## src/rtl/aal5_seg_pkg.sv

```systemverilog
package aal5_seg_pkg;

  localparam logic [7:0] HEC_POLY  = 8'h07;
  localparam logic [7:0] HEC_COSET = 8'h55;
  localparam logic [7:0] EOM_MASK  = 8'h02;

  typedef enum logic [1:0] {
    PH_IDLE,
    PH_HDR,
    PH_HEC,
    PH_PAY
  } seg_phase_e;

  // one byte step of the header check, MSB first
  function automatic logic [7:0] hec_step(input logic [7:0] crc, input logic [7:0] b);
    logic [7:0] c;
    c = crc ^ b;
    for (int i = 0; i < 8; i++) begin
      c = c[7] ? ((c << 1) ^ HEC_POLY) : (c << 1);
    end
    return c;
  endfunction

  // force the end-of-message bit to the last-cell decision
  function automatic logic [7:0] eom_patch(input logic [7:0] b, input logic last);
    return last ? (b | EOM_MASK) : (b & ~EOM_MASK);
  endfunction

endpackage

```

## src/rtl/seg_cfg_store.sv

```systemverilog
module seg_cfg_store
  import aal5_seg_pkg::*;
#(
  parameter int unsigned HDR_BYTES    = 4,
  parameter int unsigned CELL_PAYLOAD = 48
) (
  input  logic                       clk,
  input  logic                       rst_n,
  input  logic                       cfg_we,
  input  logic [7:0]                 cfg_byte,
  input  logic                       idle,
  input  logic                       cell_done,
  output logic [HDR_BYTES-1:0][7:0]  hdr_bytes,
  output logic                       last_cell,
  output logic                       pdu_start
);
  localparam int unsigned CFG_BYTES = HDR_BYTES + 2;
  localparam int unsigned CIDX_W    = $clog2(CFG_BYTES);
  localparam int unsigned LEN_W     = 16;
  localparam logic [LEN_W-1:0] CELL_LEN = LEN_W'(CELL_PAYLOAD);

  logic [CIDX_W-1:0] cfg_idx;
  logic [7:0]        len_hi;
  logic [LEN_W-1:0]  remain;
  logic              cfg_take;

  assign cfg_take  = cfg_we && idle;
  assign pdu_start = cfg_take && (cfg_idx == CIDX_W'(CFG_BYTES - 1));
  assign last_cell = (remain <= CELL_LEN);

  always_ff @(posedge clk or negedge rst_n) begin
    if (!rst_n) begin
      cfg_idx <= '0;
    end else if (cfg_take) begin
      cfg_idx <= pdu_start ? '0 : cfg_idx + 1'b1;
    end
  end

  always_ff @(posedge clk or negedge rst_n) begin
    if (!rst_n) begin
      hdr_bytes <= '0;
      len_hi    <= '0;
    end else if (cfg_take) begin
      for (int i = 0; i < int'(HDR_BYTES); i++) begin
        if (cfg_idx == CIDX_W'(i)) hdr_bytes[i] <= cfg_byte;
      end
      if (cfg_idx == CIDX_W'(HDR_BYTES)) len_hi <= cfg_byte;
    end
  end

  always_ff @(posedge clk or negedge rst_n) begin
    if (!rst_n) begin
      remain <= '0;
    end else if (pdu_start) begin
      remain <= {len_hi, cfg_byte};
    end else if (cell_done) begin
      remain <= (remain > CELL_LEN) ? remain - CELL_LEN : '0;
    end
  end

endmodule

```

## src/rtl/seg_hec_acc.sv

```systemverilog
module seg_hec_acc
  import aal5_seg_pkg::*;
(
  input  logic       clk,
  input  logic       rst_n,
  input  logic       clear,
  input  logic       step_en,
  input  logic [7:0] step_byte,
  output logic [7:0] hec_q
);

  always_ff @(posedge clk or negedge rst_n) begin
    if (!rst_n) begin
      hec_q <= '0;
    end else if (clear) begin
      hec_q <= '0;
    end else if (step_en) begin
      hec_q <= hec_step(hec_q, step_byte);
    end
  end

endmodule

```

## src/rtl/seg_cell_ctrl.sv

```systemverilog
module seg_cell_ctrl
  import aal5_seg_pkg::*;
#(
  parameter int unsigned HDR_BYTES    = 4,
  parameter int unsigned CELL_PAYLOAD = 48,
  localparam int unsigned IDX_W       = $clog2(CELL_PAYLOAD)
) (
  input  logic             clk,
  input  logic             rst_n,
  input  logic             pdu_start,
  input  logic             last_cell,
  input  logic             in_valid,
  input  logic             out_ready,
  output seg_phase_e       phase,
  output logic [IDX_W-1:0] idx,
  output logic             hdr_xfer,
  output logic             cell_done
);
  seg_phase_e       phase_n;
  logic [IDX_W-1:0] idx_n;
  logic             hec_xfer, pay_xfer, hdr_end, pay_end;

  assign hdr_xfer  = (phase == PH_HDR) && out_ready;
  assign hec_xfer  = (phase == PH_HEC) && out_ready;
  assign pay_xfer  = (phase == PH_PAY) && in_valid && out_ready;
  assign hdr_end   = (idx == IDX_W'(HDR_BYTES - 1));
  assign pay_end   = (idx == IDX_W'(CELL_PAYLOAD - 1));
  assign cell_done = pay_xfer && pay_end;

  always_comb begin
    phase_n = phase;
    idx_n   = idx;
    unique case (phase)
      PH_IDLE: if (pdu_start) begin
        phase_n = PH_HDR;
        idx_n   = '0;
      end
      PH_HDR: if (hdr_xfer) begin
        if (hdr_end) begin
          phase_n = PH_HEC;
          idx_n   = '0;
        end else begin
          idx_n = idx + 1'b1;
        end
      end
      PH_HEC: if (hec_xfer) begin
        phase_n = PH_PAY;
        idx_n   = '0;
      end
      PH_PAY: if (pay_xfer) begin
        if (pay_end) begin
          phase_n = last_cell ? PH_IDLE : PH_HDR;
          idx_n   = '0;
        end else begin
          idx_n = idx + 1'b1;
        end
      end
      default: begin
        phase_n = PH_IDLE;
        idx_n   = '0;
      end
    endcase
  end

  always_ff @(posedge clk or negedge rst_n) begin
    if (!rst_n) begin
      phase <= PH_IDLE;
      idx   <= '0;
    end else begin
      phase <= phase_n;
      idx   <= idx_n;
    end
  end

endmodule

```

## src/rtl/aal5_cell_seg.sv

```systemverilog
module aal5_cell_seg
  import aal5_seg_pkg::*;
#(
  parameter int unsigned HDR_BYTES    = 4,
  parameter int unsigned CELL_PAYLOAD = 48
) (
  input  logic       clk,
  input  logic       rst_n,
  input  logic       cfg_we,
  input  logic [7:0] cfg_byte,
  input  logic       in_valid,
  input  logic [7:0] in_data,
  output logic       in_ready,
  output logic       out_valid,
  output logic [7:0] out_data,
  output logic       out_scr_en,
  output logic       out_eop,
  input  logic       out_ready
);
  localparam int unsigned IDX_W  = $clog2(CELL_PAYLOAD);
  localparam int unsigned HSEL_W = $clog2(HDR_BYTES);

  // named events shared with the bound checker
  seg_phase_e               phase;
  logic [IDX_W-1:0]         idx;
  logic [HDR_BYTES-1:0][7:0] hdr_bytes;
  logic                     last_cell;
  logic                     pdu_start;
  logic                     cell_done;
  logic                     hdr_xfer;
  logic [7:0]               hec_q;
  logic [7:0]               hdr_sel;
  logic [7:0]               hdr_tx;
  logic                     hdr_is_last;
  logic                     idle;

  assign idle = (phase == PH_IDLE);

  seg_cfg_store #(
    .HDR_BYTES   (HDR_BYTES),
    .CELL_PAYLOAD(CELL_PAYLOAD)
  ) u_cfg (
    .clk      (clk),
    .rst_n    (rst_n),
    .cfg_we   (cfg_we),
    .cfg_byte (cfg_byte),
    .idle     (idle),
    .cell_done(cell_done),
    .hdr_bytes(hdr_bytes),
    .last_cell(last_cell),
    .pdu_start(pdu_start)
  );

  seg_cell_ctrl #(
    .HDR_BYTES   (HDR_BYTES),
    .CELL_PAYLOAD(CELL_PAYLOAD)
  ) u_ctrl (
    .clk      (clk),
    .rst_n    (rst_n),
    .pdu_start(pdu_start),
    .last_cell(last_cell),
    .in_valid (in_valid),
    .out_ready(out_ready),
    .phase    (phase),
    .idx      (idx),
    .hdr_xfer (hdr_xfer),
    .cell_done(cell_done)
  );

  // header byte as sent, end-of-message bit forced on the final header byte
  assign hdr_sel     = hdr_bytes[idx[HSEL_W-1:0]];
  assign hdr_is_last = (idx == IDX_W'(HDR_BYTES - 1));
  assign hdr_tx      = hdr_is_last ? eom_patch(hdr_sel, last_cell) : hdr_sel;

  seg_hec_acc u_hec (
    .clk      (clk),
    .rst_n    (rst_n),
    .clear    (pdu_start | cell_done),
    .step_en  (hdr_xfer),
    .step_byte(hdr_tx),
    .hec_q    (hec_q)
  );

  always_comb begin
    out_data  = 8'h00;
    out_valid = 1'b0;
    unique case (phase)
      PH_HDR: begin
        out_data  = hdr_tx;
        out_valid = 1'b1;
      end
      PH_HEC: begin
        out_data  = hec_q ^ HEC_COSET;
        out_valid = 1'b1;
      end
      PH_PAY: begin
        out_data  = in_data;
        out_valid = in_valid;
      end
      default: ;
    endcase
  end

  assign out_scr_en = (phase == PH_PAY);
  assign in_ready   = (phase == PH_PAY) && out_ready;
  assign out_eop    = (phase == PH_PAY) && last_cell && (idx == IDX_W'(CELL_PAYLOAD - 1));

endmodule

```

## config.mk

```make
export PLATFORM = sky130hd
export DESIGN_NAME = aal5_cell_seg
export DESIGN_NICKNAME = d
export VERILOG_FILES = /design/src/rtl/aal5_seg_pkg.sv /design/src/rtl/seg_cfg_store.sv /design/src/rtl/seg_hec_acc.sv /design/src/rtl/seg_cell_ctrl.sv /design/src/rtl/aal5_cell_seg.sv
export SDC_FILE = /design/constraint.sdc
export NUM_CORES = 1
export LEC_CHECK = 0
export BUFFER_PORTS_ARGS = -buffer_cell sky130_fd_sc_hd__buf_2
export CELL_PAD_IN_SITES_DETAIL_PLACEMENT = 0
export CELL_PAD_IN_SITES_GLOBAL_PLACEMENT = 1
export CORE_ASPECT_RATIO = 1.5
export CORE_MARGIN = 2
export CORE_UTILIZATION = 40
export CTS_CLUSTER_SIZE = 14
export DETAILED_ROUTE_END_ITERATION = 10
export PLACE_DENSITY_LB_ADDON = 0.1
export SLEW_MARGIN = 25
export SYNTH_ARGS = -nofsm -noshare
export SYNTH_HDL_FRONTEND = slang
export SYNTH_SLANG_ARGS = --single-unit
```

## constraint.sdc

```tcl
create_clock -name clk -period 3.3 [get_ports clk]
set_input_delay 0.66 -clock clk [delete_from_list [all_inputs] [get_ports clk]]
set_output_delay 0.66 -clock clk [all_outputs]
set_load 0.03 [all_outputs]
```

==> impl_metrics.py, run 1 <==
metrics = {
    "die": {
        "start_util": 0.414,
        "row_count": 44,
        "core_sq_um": 9740,
        "die_h_microns": 127,
        "fp.dieW_microns": 86.0,
        "die_area_sq_um": 10900,
        "top_level_ports": 33,
    },
    "outcome": {
        "outcome": "finished, final reports clean",
    },
    "sta": {
        "worstMarginPinSlew_ns": 0.796,
        "rsz0062_at_grt": "false",
        "holdWs_ns": 0.333,
        "relSlewSlack": 0.469,
        "slew_viol_final": 0,
        "fin_crit_sh": 0.927,
        "setup_viol": 0,
        "fin_crit_ns": 3.06,
        "setup_tns_ns": 0,
        "hold_viol": 0,
        "fmax_mhz": 327,
        "fin_skew_ns": 0.00529,
    },
    "drt": {
        "detail-route-antenna-nets": 0,
        "drc_errors": 0,
        "dr.pass1.iters": 4,
        "drtIter0Drc": 149,
        "routed_wl_microns": 9690,
        "wl_per_cell_microns": 18.3,
        "num_vias": 2998,
        "vias_per_cell": 5.67,
    },
    "worst_setup_path": {
        "start_kind": "register",
        "crit_chain": "or4_4, nor4_4, a31oi_1, buf_4, nand2b_1, a21oi_1, buf_2",
        "worstPathRequired_ns": 2.64,
        "crit_path_end_kind": "output port",
        "cp_max_fo": 7,
        "crit_arrival_ns": 2.40,
        "path_class": "register to output port",
        "slowest_stage": "or4_4",
        "cpPeakStageDelay_ns": 0.55,
    },
    "synthesis": {
        "synthesis.area_sq_um": 4040,
        "ys_ff_latch": 75,
        "yosysSeqAreaShare": 0.465,
        "ys_warn_count": 0,
        "synth_nets": 407,
        "synth_cells": 374,
        "syn_area_per_cell_sq_um": 10.8,
        "synth_cell_type_count": 43,
    },
    "clock_network": {
        "clock-sinks": 75,
        "ctsHoldBuffers": 0,
        "cts_tree": "yes",
        "cts_resized": 0,
        "root_buffer": "clkbuf_16",
        "numCtsBuffers": 9,
        "postCtsSetupBuffers": 0,
        "worstSkewPairLatency_ns": 0.33,
        "clkTransAtPathRegs_ns": 0.06,
        "cts_max_level": 3,
        "cts.path.max_buffers": 2,
    },
    "global_route": {
        "grt_overflow": 0,
        "grtUsageTotal": 0.192,
        "antenna_found_initial": 0,
        "grt_pass1_vias": 3086,
        "grt_max_degree": 76,
        "grt_pass1_wl_microns": 16100,
    },
    "job": {
        "cap_viol_max_count": 0,
    },
    "finish": {
        "nNetsFinal": 443,
        "diodes": 0,
        "syn_to_final_growth_pct": 13.9,
        "stdcell_area_sq_um": 4600,
        "fin_cells": 529,
        "fillers": 939,
        "drive_gt1_frac": 0.261,
    },
    "place": {
        "portBuffers": 32,
        "dpl.hpwl_microns": 6860,
        "placed_area_sq_um": 4330,
        "gp_congestion": 0.774,
        "dp.cells": 514,
    },
    "power_and_ir_drop": {
        "power_leakage_uw": 0.00205,
        "power_uw": 5360,
        "ir_drop_v": 0.000433,
        "p_per_area_nw_per_um2": 1170,
    },
    "hold_path": {
        "hold_class": "primary input to async pin",
    },
}
-- flip-flops by register name (all words and copies together), names as in the netlist --
name	count
u_ctrl.phase	2
u_ctrl.idx	6
u_cfg.len_hi	8
u_cfg.remain	16
u_hec.hec_q	8
u_cfg.cfg_idx	3
u_cfg.hdr_bytes	32
-- synthesized netlist by cell type --
master / number / area [sq um]
a211o_1: 1 / 8.76
a21o_1: 2 / 15.0
a21oi_1: 22 / 110
a221o_1: 1 / 10.0
a221oi_1: 1 / 8.76
a222oi_1: 7 / 70.1
a22o_1: 4 / 35.0
a22oi_1: 2 / 15.0
a31oi_1: 3 / 18.8
a32oi_1: 1 / 8.76
and2_1: 2 / 12.5
buf_1: 1 / 3.75
buf_2: 1 / 5.00
buf_6: 1 / 11.3
clkbuf_1: 11 / 41.3
dfrtp_1: 75 / 1880
ha_1: 12 / 150
inv_1: 13 / 48.8
mux2_2: 40 / 450
mux4_2: 8 / 180
nand2_1: 40 / 150
nand2b_1: 2 / 12.5
nand3_1: 7 / 35.0
nand4_1: 4 / 25.0
nor2_1: 28 / 105
nor2b_1: 1 / 6.26
nor3_1: 10 / 50.1
nor3b_1: 2 / 15.0
nor4_1: 1 / 6.26
nor4_4: 1 / 21.3
o211ai_1: 3 / 22.5
o21ai_0: 25 / 125
o22a_1: 1 / 8.76
o311ai_0: 2 / 17.5
o41a_1: 1 / 11.3
o41ai_1: 1 / 8.76
or2_2: 1 / 6.26
or3_1: 7 / 43.8
or4_1: 2 / 15.0
or4_4: 1 / 11.3
xnor2_1: 19 / 166
xnor2_2: 4 / 65.1
xor2_1: 3 / 26.3
-- routing by layer --
metal / track usage / vias up / wire [microns]
li1: - / 1428 / -
met3: 0.0342 / 18 / 307
met5: 0 / - / 0
met4: 0.0906 / 0 / 343
met1: 0.259 / 1486 / 4490
met2: 0.299 / 66 / 4550
-- cell families after synthesis --
logic type      count (synthesis)  synth area share
mux                            48             0.156
buf+inv                        27            0.0273
xor+xnor                       26            0.0639
flops                          75             0.465
fa+ha+maj                      12            0.0372
simple gates                  109             0.128
compound gates                 77             0.122
-- layout make-up --
class	count	area, sq um	share of cell area
clock inverters	5	31.3	0.00680
flip-flops and latches	75	1880	0.408
inverters	13	48.8	0.0106
repair buffers	39	219	0.0476
well taps	115	144	0.0313
clock buffers	10	229	0.0498
multi-input cells	272	2050	0.446
-- placed cells by master (no fill, tap or decap), types with 2 or more instances in the layout --
master     count
nor2_1        28
clkbuf_16      9
clkinv_2       3
a21oi_1       22
a22oi_1        2
or3_1          7
nand4_1        4
a31oi_1        3
ha_1          12
xnor2_1       19
dfrtp_1       75
o211ai_1       3
a21o_1         2
o311ai_0       2
a22o_1         4
or4_1          2
xor2_1         3
mux2_2        40
and2_1         2
inv_1         13
mux4_2         8
o21ai_0       25
nor3b_1        2
xnor2_2        4
buf_4          7
nand2_1       40
nand2b_1       2
buf_2         31
nor3_1        10
nand3_1        7
a222oi_1       7
-- critical path: cells and delay by family (launching register included) --
kind	cells	cell delay, ns
and+or+nand+nor	3	0.98
DFF	1	0.44
buffers and inverters	2	0.40
AOI/OAI and AO/OA	2	0.25
-- path summary, 6_finish.rpt --
| check | from | endpoint | slack [ns] | cells past startpoint |
|---|---|---|---|---|
| worst max-delay path | u_cfg.remain[10] | out_data[1] | 0.24 | 7 |
| worst min-delay path | rst_n | u_hec.hec_q[5] | 0.33 | 1 |
| worst max register to register | u_ctrl.idx[0] | u_hec.hec_q[1] | 0.55 | 8 |
| worst min register to register | u_cfg.len_hi[7] | u_cfg.remain[15] | 0.50 | 2 |
| max in group asynchronous | rst_n | u_cfg.remain[8] | 2.46 | 1 |
| min in group clk | u_cfg.len_hi[7] | u_cfg.remain[15] | 0.50 | 2 |
-- stage by stage --
stage          setup slack [ns]   util
6_report                  0.241  0.472
5_1_grt                  0.0876  0.472
3_5_place_dp              0.545  0.445
3_3_place_gp              0.582  0.445
4_1_cts                   0.241  0.471
2_1_floorplan             0.574      -
-- report_power, final --
group | total (uW) | switching (uW) | leakage, uW | internal [uW]
Clock | 873 | 372 | 0.000128 | 502
Sequential | 1650 | 322 | 0.000958 | 1320
Combinational | 2840 | 1480 | 0.000965 | 1360
Note: power is estimated with default switching activity, not from simulation.
==> run 2, diff against run 1 <==
--- a/config.mk
+++ b/config.mk
@@ -9,11 +9,11 @@
 export CELL_PAD_IN_SITES_DETAIL_PLACEMENT = 0
 export CELL_PAD_IN_SITES_GLOBAL_PLACEMENT = 1
 export CORE_ASPECT_RATIO = 1.5
-export CORE_MARGIN = 2
 export CORE_UTILIZATION = 40
 export CTS_CLUSTER_SIZE = 14
 export DETAILED_ROUTE_END_ITERATION = 10
 export PLACE_DENSITY_LB_ADDON = 0.1
+export SKIP_CTS_REPAIR_TIMING = 1
 export SLEW_MARGIN = 25
 export SYNTH_ARGS = -nofsm -noshare
 export SYNTH_HDL_FRONTEND = slang
==> impl_metrics.py, run 2 (synthesis results as in run 1) <==
metrics = {
    "outcome": {
        "outcome": "finished, violations left",
        "violations": "design-rule violations",
    },
    "clock_network": {
        "clkTransAtPathRegs_ns": 0.06,
        "clock-sinks": 75,
        "cts.path.max_buffers": 2,
        "worstSkewPairLatency_ns": 0.34,
        "cts_tree": "yes",
        "root_buffer": "clkbuf_16",
        "cts_max_level": 3,
        "numCtsBuffers": 9,
    },
    "finish": {
        "layout_commonest_cell": "dfrtp_1",
        "syn_to_final_growth_pct": 15.3,
        "largest_registers": "u_cfg.hdr_bytes x32, u_cfg.remain x16",
        "diodes": 0,
        "final_cell_mix": "75 x dfrtp_1, 40 x nand2_1, 40 x mux2_2, 31 x buf_2, 28 x nor2_1",
        "largest_register_ff_count": 32,
        "stdcell_area_sq_um": 4650,
        "final_core_util": 0.478,
        "fillers": 910,
        "regMostFlops": "u_cfg.hdr_bytes",
        "drive_gt1_frac": 0.263,
        "nNetsFinal": 443,
    },
    "sta": {
        "fin_skew_ns": 0.00653,
        "hold_viol": 0,
        "rsz0062_at_grt": "false",
        "fin_crit_sh": 0.908,
        "worstMarginPinSlew_ns": 0.760,
        "fin_crit_ns": 3.00,
        "layout_setup_ws_ns": 0.304,
        "relSlewSlack": 0.491,
        "setup_tns_ns": 0,
        "setup_viol": 0,
        "slew_viol_final": 0,
        "fmax_mhz": 334,
    },
    "drt": {
        "vias_per_cell": 5.61,
        "routed_wl_microns": 9590,
        "wl_per_cell_microns": 18.1,
        "dr.pass1.iters": 8,
        "drc_errors": 6,
        "drtIter0Drc": 216,
        "detail-route-antenna-nets": 0,
        "num_vias": 2973,
    },
    "global_route": {
        "grtUsageTotal": 0.199,
        "grt_pass1_vias": 3049,
        "grt_max_degree": 76,
        "antenna_found_initial": 0,
        "grt_pass1_wl_microns": 16000,
        "grt_overflow": 0,
    },
    "power_and_ir_drop": {
        "p_sw_uw": 2240,
        "power_leakage_uw": 0.00208,
        "pwr-share-comb": 0.516,
        "p_per_area_nw_per_um2": 1200,
        "ir_drop_v": 0.000455,
        "p_int_uw": 3350,
        "p_seq_frac": 0.295,
        "swShare": 0.400,
        "power_uw": 5580,
        "clkPwrFrac": 0.189,
    },
    "place": {
        "placed_area_sq_um": 4330,
        "pre_cts_ws_ns": 0.634,
        "portBuffers": 32,
        "gp_congestion": 0.783,
        "dpl.hpwl_microns": 6870,
    },
    "die": {
        "die_area_sq_um": 10500,
        "top_level_ports": 33,
        "start_util": 0.414,
        "die_h_microns": 125,
        "row_count": 44,
        "core_sq_um": 9740,
        "fp.dieW_microns": 84.0,
    },
    "worst_setup_path": {
        "crit_path_end_kind": "output port",
        "r2r.worst_path.cells": 6,
        "worstPathRequired_ns": 2.64,
        "start_kind": "register",
        "crit_arrival_ns": 2.34,
        "path_class": "register to output port",
        "crit_chain": "buf_4, mux4_2, a222oi_1, nor2_1, buf_2",
        "cp_max_fo": 9,
        "slowest_stage": "dfrtp_1",
        "cpPeakStageDelay_ns": 0.61,
    },
    "hold_path": {
        "hold_class": "primary input to async pin",
    },
    "job": {
        "cap_viol_max_count": 0,
    },
}
==> run 2: worst paths after layout <==
path	to	slack (ns)	start
worst max register to register	u_cfg.remain[15]	0.60	u_ctrl.idx[1]
max in group asynchronous	u_ctrl.idx[4]	2.47	rst_n
min in group clk	u_cfg.remain[14]	0.49	u_cfg.len_hi[6]
worst min-delay path	u_hec.hec_q[5]	0.32	rst_n
worst min register to register	u_cfg.remain[14]	0.49	u_cfg.len_hi[6]
worst max-delay path	out_data[4]	0.30	u_ctrl.idx[0]
==> run 2: stage by stage <==
stage,instances,hold WS [ns]
after global routing,530,0.398
after floorplan,374,0.364
after global placement,514,0.465
final,530,0.321
after detailed placement,514,0.477
after CTS,530,0.491
==> run 2: power groups by stage <==
| stage | registers (uW) | logic (uW) | clock network (uW) |
|---|---|---|---|
| 2_1_floorplan | 1540 | 2340 | 0 |
| 3_3_place_gp | 1650 | 2860 | 0 |
| 3_5_place_dp | 1660 | 2890 | 0 |
| 4_1_cts | 1640 | 2910 | 1080 |
| 5_1_grt | 1710 | 3190 | 1120 |
| 6_report | 1640 | 2880 | 1060 |
==> run 2: critical path: cells and delay by family, from the launching register on <==
family / cells / cell delay, ns
simple gates: 1 / 0.07
mux: 1 / 0.57
compound gates: 1 / 0.32
buf+inv: 2 / 0.43
flops: 1 / 0.61
==> run 2: layer usage <==
metal  up-vias  part of all wire  track usage
li1       1433                 -            -
met1      1463              0.45        0.256
met2        66              0.50        0.334
met3        11             0.033       0.0370
met4         0             0.015       0.0751
met5         -                 0            0
==> run 2: cell type report <==
type,count,area [sq um],area share
well taps,115,144,0.0309
multi-input cells,272,2050,0.440
clock inverters,6,87.6,0.0188
repair buffers,39,219,0.0471
inverters,13,48.8,0.0105
flip-flops and latches,75,1880,0.403
clock buffers,10,229,0.0492
